[src/rtl/xsel_pkg.sv]
package xsel_pkg;
  localparam int DATA_W = 64;
  localparam int IMM_W  = 5;
  localparam int XBITS  = 16;
  localparam int OP_W   = 2;

  typedef enum logic [OP_W-1:0] {
    VAR_II = 2'b00,
    VAR_IR = 2'b01,
    VAR_RI = 2'b10,
    VAR_RR = 2'b11
  } variant_e;

  // strobes from control to datapath
  typedef struct packed {
    logic issue;
    logic aImm;
    logic bImm;
    logic rec;
  } strobes_t;
endpackage

[src/rtl/xsel_ctrl.sv]
module xsel_ctrl
  import xsel_pkg::*;
#(
  parameter int OPW = OP_W
) (
  input  logic           reqValid,
  input  logic [OPW-1:0] opSel,
  input  logic           recordEn,
  output strobes_t       stb
);
  always_comb begin
    stb       = '0;
    stb.issue = reqValid;
    stb.rec   = reqValid & recordEn;
    unique case (variant_e'(opSel))
      VAR_II: begin stb.aImm = 1'b1; stb.bImm = 1'b1; end
      VAR_IR: begin stb.aImm = 1'b1; stb.bImm = 1'b0; end
      VAR_RI: begin stb.aImm = 1'b0; stb.bImm = 1'b1; end
      default: begin stb.aImm = 1'b0; stb.bImm = 1'b0; end
    endcase
  end
endmodule

[src/rtl/xsel_dpath.sv]
module xsel_dpath
  import xsel_pkg::*;
#(
  parameter int DW = DATA_W,
  parameter int IW = IMM_W,
  parameter int NB = XBITS,
  localparam int XW = $clog2(NB)
) (
  input  logic          clk,
  input  logic          rst,
  input  strobes_t      stb,
  input  logic [IW-1:0] immA,
  input  logic [IW-1:0] immB,
  input  logic [DW-1:0] regA,
  input  logic [DW-1:0] regB,
  input  logic [XW-1:0] bitIdx,
  input  logic          excWrEn,
  input  logic [XW-1:0] excWrIdx,
  input  logic          excWrVal,
  output logic          rspValid,
  output logic [DW-1:0] result,
  output logic          condValid,
  output logic [2:0]    cond,
  output logic [NB-1:0] excBits
);
  logic [NB-1:0] excQ, excNext;
  logic [DW-1:0] opA, opB, chosen;
  logic          testBit, isNeg, isZero;

  // per-bit write decode; excNext doubles as the write-through bypass
  for (genvar i = 0; i < NB; i++) begin : g_bit
    always_comb begin
      excNext[i] = excQ[i];
      if (excWrEn && (excWrIdx == XW'(i))) excNext[i] = excWrVal;
    end
  end

  always_ff @(posedge clk) begin
    if (rst) excQ <= '0;
    else     excQ <= excNext;
  end

  assign testBit = excNext[bitIdx];
  assign opA     = stb.aImm ? {{(DW-IW){immA[IW-1]}}, immA} : regA;
  assign opB     = stb.bImm ? {{(DW-IW){immB[IW-1]}}, immB} : regB;
  assign chosen  = testBit ? opA : opB;
  assign isNeg   = chosen[DW-1];
  assign isZero  = (chosen == '0);

  always_ff @(posedge clk) begin
    if (rst) begin
      rspValid  <= 1'b0;
      condValid <= 1'b0;
      result    <= '0;
      cond      <= '0;
    end else begin
      rspValid  <= stb.issue;
      condValid <= stb.rec;
      if (stb.issue) begin
        result <= chosen;
        cond   <= stb.rec ? {isNeg, ~isNeg & ~isZero, isZero} : 3'b000;
      end
    end
  end

  assign excBits = excQ;
endmodule

[src/rtl/xsel_unit.sv]
module xsel_unit
  import xsel_pkg::*;
#(
  parameter int DW = DATA_W,
  parameter int IW = IMM_W,
  parameter int NB = XBITS,
  localparam int XW = $clog2(NB)
) (
  input  logic            clk,
  input  logic            rst,
  input  logic            reqValid,
  input  logic [OP_W-1:0] opSel,
  input  logic [IW-1:0]   immA,
  input  logic [IW-1:0]   immB,
  input  logic [DW-1:0]   regA,
  input  logic [DW-1:0]   regB,
  input  logic [XW-1:0]   bitIdx,
  input  logic            recordEn,
  input  logic            excWrEn,
  input  logic [XW-1:0]   excWrIdx,
  input  logic            excWrVal,
  output logic            rspValid,
  output logic [DW-1:0]   result,
  output logic            condValid,
  output logic [2:0]      cond,
  output logic [NB-1:0]   excBits
);
  strobes_t stb;

  xsel_ctrl #(.OPW(OP_W)) ctrl (
    .reqValid(reqValid), .opSel(opSel), .recordEn(recordEn), .stb(stb)
  );

  xsel_dpath #(.DW(DW), .IW(IW), .NB(NB)) dpath (
    .clk(clk), .rst(rst), .stb(stb), .immA(immA), .immB(immB),
    .regA(regA), .regB(regB), .bitIdx(bitIdx), .excWrEn(excWrEn),
    .excWrIdx(excWrIdx), .excWrVal(excWrVal), .rspValid(rspValid),
    .result(result), .condValid(condValid), .cond(cond), .excBits(excBits)
  );
endmodule

[config.mk]
export PLATFORM = sky130hd
export DESIGN_NAME = xsel_unit
export DESIGN_NICKNAME = d
export VERILOG_FILES = /design/src/rtl/xsel_pkg.sv /design/src/rtl/xsel_ctrl.sv /design/src/rtl/xsel_dpath.sv /design/src/rtl/xsel_unit.sv
export SDC_FILE = /design/constraint.sdc
export NUM_CORES = 1
export LEC_CHECK = 0
export BUFFER_PORTS_ARGS = -buffer_cell sky130_fd_sc_hd__clkbuf_2
export CAP_MARGIN = 20
export CORE_UTILIZATION = 52
export DETAILED_ROUTE_END_ITERATION = 12
export GPL_TIMING_DRIVEN = 0
export MAX_ROUTING_LAYER = met4
export PLACE_DENSITY = 0.95
export SETUP_SLACK_MARGIN = 0.2
export SLEW_MARGIN = 15
export SYNTH_ARGS = -nofsm -noshare
export SYNTH_HDL_FRONTEND = slang
export SYNTH_SLANG_ARGS = --single-unit
[constraint.sdc]
create_clock -name clk -period 5 [get_ports clk]
set_input_delay 0 -clock clk [delete_from_list [all_inputs] [get_ports clk]]
set_output_delay 0 -clock clk [all_outputs]
set_load 0.03 [all_outputs]
==> out/metrics.yaml, run 1 <==
routing:
  wl_per_cell_um: 19.3
  antenna_left: 0
  drtIter0Drc: 668
  firstDrtPassIters: 6
  num_vias: 6757
  via_per_inst: 6.19
  drcViolationCount: 0
  wl_um: 21000
pwr:
  p_comb_share_pct: 29.6
  power_uw: 1800
  power.internal_uw: 1150
  power.switching_uw: 655
  p_clk_share_pct: 29.0
  leakage_uw: 0.00293
  power_frac_seq_pct: 41.4
  power.share.switching_pct: 36.3
  powerDensity_mw_per_mm2: 266
  worst_ir_drop_vdd_mv: 0.126
setup_path:
  crit_required_ns: 5.26
  rr_startpoint: "dpath.excBits[11]$_SDFF_PP0_"
  crit_type: "reg -> reg"
  cp_slowest_cell: "nor3_4"
  r2r_slack_ns: 2.69
  crit_fanout: 10
  cp_cell_sequence: "mux2i_1 -> o31ai_1 -> nand4b_1 -> and3_1 -> o221a_2 -> buf_2 -> nor3_4 -> buf_6 -> a22oi_1 -> a22o_1"
  endpoint_kind: "flop"
  crit_arrival_ns: 2.57
  start_kind: "flop"
  cpPeakStageDelay_ns: 0.48
  startpoint: "dpath.excBits[11]$_SDFF_PP0_"
floorplanning:
  die_y_um: 102
  die_area_mm2: 0.0105
  rows: 36
  core_area_mm2: 0.00977
  die_x_um: 102
  floorplan.initialDensity_pct: 53.6
  pin_count: 239
clocking:
  clock_latency_ns: 0.37
  clock_sinks: 85
  numCtsBuffers: 9
  cts_tree: "yes"
  cts_root_buffer: "clkbuf_8"
  cts.clk_slew.worst_paths_ns: 0.09
  cts_max_path_buffers: 2
  cts_setup_buffers: 0
  htreeDepth: 3
sta:
  worstMarginPinSlew_ns: 0.773
  setup_ws_ns: 2.69
  fin_crit_sh_pct: 46.2
  finalSetupViolCount: 0
  grt_setup_unrepaired: "no"
  finalMaxSlewViolations: 0
  tns_ns: 0
  period_needed_ns: 2.31
  fmax_mhz: 433
  hold_violations: 0
  relSlewSlack_pct: 48.0
  fin_skew_ns: 0.00778
hold_path:
  min_from: "rst"
  hold_class: "in -> reg"
synthesis:
  synth_top_area_share_pct: 32.5
  yosys_most_used_dff: "dfxtp_1"
  ys_seq_area_share_pct: 32.5
  synth_nets: 862
  syn-cell-area_mm2: 0.00524
  synth_edf_count: 0
  syn_area_per_cell_um2: 7.40
  synthDistinctLibCells: 51
  syn_inst: 708
  ys_top_cells_by_count: "a21oi_1 (117), dfxtp_1 (85), nand3_1 (82)"
  yosysWarnings: 0
  post-synth-top-count-cell: "a21oi_1"
  synth-async-reset-ratio_pct: 0
  postSynthRegisterBits: 85
  yosys.area.top_type: "dfxtp_1"
  synth_area_leaders: "dfxtp_1 (32%), a21oi_1 (11%), nand3_1 (7.8%), nand2b_1 (5.3%), nand2_1 (4.4%)"
grt:
  antenna_found_initial: 0
  grt_pass1_wl_um: 31000
  grt_pass1_vias: 6001
  grt_usage_pct: 40.7
  overflow: 0
  grt_start_max_net_pins: 15
placement:
  place_worst_setup_slack_ns: 2.43
  gp_congestion: 0.969
  portBuffers: 233
  dpl.hpwl_um: 16600
  placed_area_mm2: 0.00657
finish:
  diodes: 0
  area_growth_pct: 29.5
  finish.utilization_pct: 69.4
  design_area_mm2: 0.00679
  drive_above_1_share_pct: 29.0
  nNetsFinal: 1107
status:
  status: "complete, no violations"
job:
  drv_cap: 0
[routing by layer]
| metal | track usage, % | vias up | share of wire (%) | wire length, um |
|---|---|---|---|---|
| met5 | - | - | 0 | 0 |
| met2 | 63.2 | 439 | 46 | 9680 |
| met1 | 48.3 | 3113 | 38 | 8010 |
| met4 | 22.6 | 0 | 5.3 | 1110 |
| li1 | - | 3113 | - | - |
| met3 | 9.85 | 92 | 11 | 2240 |
[through the flow]
| step | cells | hold WS (ns) |
|---|---|---|
| finish | 1091 | 0.0158 |
| global route | 1091 | 0.0341 |
| CTS | 1091 | 0.0147 |
| detailed placement | 1074 | 0.316 |
| global placement | 1074 | 0.306 |
| floorplan | 708 | 0.145 |
[registers in the layout, summed over array words and instances (netlist names)]
signal and count:
dpath.cond 3, dpath.condValid 1, dpath.excBits 16, dpath.result 64, dpath.rspValid 1
[kinds of logic after synthesis]
group,Yosys count,synth area share (%)
and+or+nand+nor,284,29.2
AOI/OAI and AO/OA,240,27.6
DFF,85,32.5
buffers and inverters,75,6.04
muxes,23,4.42
xor gates and xnor gates,1,0.310
[final cells by class]
type / count / area (um2)
Multi-Input combinational cell: 548 / 3220
Fill cell: 890 / 2990
Sequential cell: 85 / 1700
Timing Repair Buffer: 234 / 1180
Buffer: 70 / 298
Tap cell: 133 / 166
Clock buffer: 11 / 141
Clock inverter: 5 / 60.1
Inverter: 5 / 18.8
[path summary, 6_finish.rpt]
path | endpoint | cells past startpoint
max reg2reg | dpath.result[52]$_SDFFE_PP0P_ | 10
min | dpath.cond[1]$_SDFFE_PP0P_ | 3
min reg2reg | dpath.result[37]$_SDFFE_PP0P_ | 2
max | dpath.result[52]$_SDFFE_PP0P_ | 10
[worst max-delay path: cells and delay by family (launching register included)]
family	cells	cell delay, ns
flip-flops	1	0.36
AND/OR/NAND/NOR	3	0.81
buffers and inverters	2	0.41
AO/OA/AOI/OAI	4	0.52
multiplexers	1	0.08
[power groups by stage]
| stage | logic [uW] | clock network [uW] | registers, uW |
|---|---|---|---|
| floorplan | 237 | 0 | 842 |
| global placement | 512 | 0 | 760 |
| detailed placement | 519 | 0 | 761 |
| CTS | 523 | 519 | 746 |
| global route | 572 | 551 | 752 |
| finish | 535 | 523 | 747 |
[placed cells by master, fill, tap and decap left out, drive strengths merged, types with 3 or more instances in the layout]
cell type,netlist,final
or4,4,4
a21oi,119,119
nand2,62,62
a22o,26,26
nand4b,3,3
clkinvlp,0,4
o31ai,3,3
nand2b,44,44
a22oi,26,26
or3,6,6
nor2b,4,4
buf,23,23
inv,5,5
mux2i,22,22
nand3,82,82
o21ai,48,48
nor4b,6,6
dfxtp,85,85
nor4,22,22
o211ai,4,4
nor2,22,22
nand4,11,11
clkbuf,47,291
a31oi,3,3
nor3,8,8
[timing repair]
item	CTS	global route
resized for setup	0	0
hold buffers	1	0
endpoints found under the hold margin	3	0
Note: power is estimated with default switching activity, not from simulation.
==> run 2, diff against run 1 <==
--- a/config.mk
+++ b/config.mk
@@ -7,11 +7,11 @@
 export LEC_CHECK = 0
 export BUFFER_PORTS_ARGS = -buffer_cell sky130_fd_sc_hd__clkbuf_2
 export CAP_MARGIN = 20
-export CORE_UTILIZATION = 52
+export CORE_UTILIZATION = 43
 export DETAILED_ROUTE_END_ITERATION = 12
 export GPL_TIMING_DRIVEN = 0
 export MAX_ROUTING_LAYER = met4
-export PLACE_DENSITY = 0.95
+export PLACE_DENSITY = 0.85
 export SETUP_SLACK_MARGIN = 0.2
 export SLEW_MARGIN = 15
 export SYNTH_ARGS = -nofsm -noshare
==> constraint.sdc (replaced) <==
create_clock -name clk -period 2.11 [get_ports clk]
set_input_delay 0 -clock clk [delete_from_list [all_inputs] [get_ports clk]]
set_output_delay 0 -clock clk [all_outputs]
set_load 0.03 [all_outputs]
==> run 2 against run 1 <==
Net effect: non-clock buffer count grew 14; global-route usage is 4.8 points lower; design area rose by 10%; largest power group unchanged; critical path type unchanged; clock-buffer cell count decreased by 2; clock skew is 0.0034 ns higher; wire length is 8.0% higher; worst setup slack lost 2.6 ns; die area is 21% higher; hold slack better by 0.038 ns; final cell count grew 2.2%; sequential power grew 140%; combinational power grew to 2.7 times the previous value.
==> out/metrics.yaml, run 2 (synthesized netlist as in run 1, its figures left out) <==
status:
  status: "complete, no violations"  # unchanged
setup_path:
  crit_fanout: 10  # unchanged
  worst_setup_path_endpoint: "dpath.result[20]$_SDFFE_PP0P_"  # was dpath.result[52]$_SDFFE_PP0P_
  crit_arrival_ns: 2.23  # was 2.57 ns
  r2r_slack_ns: 0.13  # was 2.69 ns
  start_kind: "flop"  # unchanged
  endpoint_kind: "flop"  # unchanged
  crit_type: "reg -> reg"  # unchanged
  startpoint: "dpath.excBits[11]$_SDFF_PP0_"  # unchanged
  r2r-end: "dpath.result[20]$_SDFFE_PP0P_"  # was dpath.result[52]$_SDFFE_PP0P_
  crit_required_ns: 2.35  # was 5.26 ns
  ff2ff_path_depth: 10  # unchanged
  rr_startpoint: "dpath.excBits[11]$_SDFF_PP0_"  # unchanged
hold_path:
  hold_class: "in -> reg"  # unchanged
sta:
  fin_crit_sh_pct: 94.0  # was 46.2%
  fin_skew_ns: 0.0111  # was 0.00778 ns
  tns_ns: 0  # unchanged
  worstMarginPinSlew_ns: 0.719  # was 0.773 ns
  relSlewSlack_pct: 52.1  # was 48.0%
  finalMaxSlewViolations: 0  # unchanged
  grt_setup_unrepaired: "yes"  # was no
  fmax_mhz: 504  # was 433 MHz
  finalSetupViolCount: 0  # unchanged
  hold_violations: 0  # unchanged
  period_needed_ns: 1.98  # was 2.31 ns
routing:
  firstDrtPassIters: 8  # was 6
  wl_um: 22700  # was 21000 um
  drtIter0Drc: 1140  # was 668
  via_per_inst: 6.17  # was 6.19
  antenna_left: 0  # unchanged
  num_vias: 6877  # was 6757
  wl_per_cell_um: 20.4  # was 19.3 um
  drcViolationCount: 0  # unchanged
clocking:
  cts_max_path_buffers: 2  # unchanged
  clock_latency_ns: 0.35  # was 0.37 ns
  numCtsBuffers: 9  # unchanged
  clock_sinks: 85  # unchanged
  htreeDepth: 3  # unchanged
  cts_tree: "yes"  # unchanged
  cts_root_buffer: "clkbuf_16"  # was clkbuf_8
  cts.clk_slew.worst_paths_ns: 0.07  # was 0.09 ns
floorplanning:
  die_x_um: 112  # was 102 um
  floorplan.initialDensity_pct: 44.9  # was 53.6%
  pin_count: 239  # unchanged
  core_area_mm2: 0.0117  # was 0.00977 mm2
  die_area_mm2: 0.0126  # was 0.0105 mm2
  rows: 39  # was 36
  die_y_um: 112  # was 102 um
pwr:
  worst_ir_drop_vdd_mv: 0.525  # was 0.126 mV
  leakage_uw: 0.00320  # was 0.00293 uW
  powerDensity_mw_per_mm2: 638  # was 266 mW/mm2
placement:
  portBuffers: 233  # unchanged
  placed_area_mm2: 0.00669  # was 0.00657 mm2
  gp_congestion: 1.01  # was 0.969
  dpl.hpwl_um: 17400  # was 16600 um
grt:
  grt_pass1_wl_um: 33800  # was 31000 um
  grt_usage_pct: 35.9  # was 40.7%
  overflow: 0  # unchanged
  grt_pass1_vias: 6227  # was 6001
  grt_start_max_net_pins: 17  # was 15
  antenna_found_initial: 0  # unchanged
job:
  drv_cap: 0  # unchanged
finish:
  regMostFlops: "dpath.result"  # unchanged
  finish.utilization_pct: 64.2  # was 69.4%
  area_growth_pct: 42.8  # was 29.5%
  nNetsFinal: 1121  # was 1107
  drive_above_1_share_pct: 38.3  # was 29.0%
  design_area_mm2: 0.00749  # was 0.00679 mm2
  diodes: 0  # unchanged
  final_common_cell: "clkbuf_2"  # unchanged
  largest_reg_flops: 64  # unchanged
  final_cell_mix: "clkbuf_2 (240), a21oi_1 (103), dfxtp_1 (74), nand3_1 (63), nand2_1 (62)"  # was clkbuf_2 (233), a21oi_1 (117), dfxtp_1 (85), nand3_1 (82), nand2_1 (62)
-- run 2: area by class of cell --
cell class                 count  area (um2)
buffer                        70         402
clock buffer                   9         225
clock inverter                 7        57.6
fill                        1059        4180
inverter                       5        18.8
multi-input combinational    548        3570
sequential                    85        1720
tap                          143         179
timing repair buffer         248        1320
-- run 2: worst min-delay path by stage --
stage / from / to / depth (start not counted)
2_1_floorplan: recordEn / dpath.condValid$_SDFF_PP0_ / 1
3_3_place_gp: recordEn / dpath.condValid$_SDFF_PP0_ / 2
3_5_place_dp: recordEn / dpath.condValid$_SDFF_PP0_ / 2
4_1_cts: rst / dpath.cond[1]$_SDFFE_PP0P_ / 3
5_1_grt: rst / dpath.cond[1]$_SDFFE_PP0P_ / 3
6_report: excWrIdx[3] / dpath.excBits[0]$_SDFF_PP0_ / 4
-- run 2: what timing repair did --
action                                 4_1_cts  5_1_grt
gates resized for setup                     23       85
pin swaps                                    8       28
hold buffers                                 1        0
endpoints found under the hold margin        3        0
buffers inserted                             9        4
setup endpoints to repair                   60       66
gates cloned                                 0        1
-- run 2: power by group --
| part | switching (uW) | total (uW) | internal, uW |
|---|---|---|---|
| sequential | 59.4 | 1770 | 1710 |
| combinational | 914 | 1450 | 531 |
| clock | 748 | 1560 | 816 |
| total | 1720 | 4780 | 3050 |
-- run 2: worst max-delay path, stage by stage (launching register included) --
cell	delay, ns
dfxtp_2	0.33
mux2i_1	0.17
o31ai_1	0.10
nand4b_1	0.10
and3_4	0.21
o221ai_4	0.14
buf_4	0.20
a21oi_4	0.18
buf_6	0.20
a22oi_1	0.08
a22o_1	0.17
-- run 2: metal layers --
layer	up-vias	global-route usage [%]	share of wire (%)
li1	3151	-	-
met1	3120	44.8	39
met2	530	54.8	46
met3	76	8.69	11
met4	0	16.8	4.3
met5	-	-	0
-- run 2: per-stage QoR --
step	setup slack [ns]	hold WS [ns]	std cells	power (uW)
floorplan	0.120	0.145	708	2580
global placement	-0.359	0.278	1084	3060
CTS	0.175	0.0238	1110	4650
global route	0.0538	0.0552	1115	4930
detailed placement	-0.376	0.293	1084	3070
finish	0.126	0.0534	1115	4780
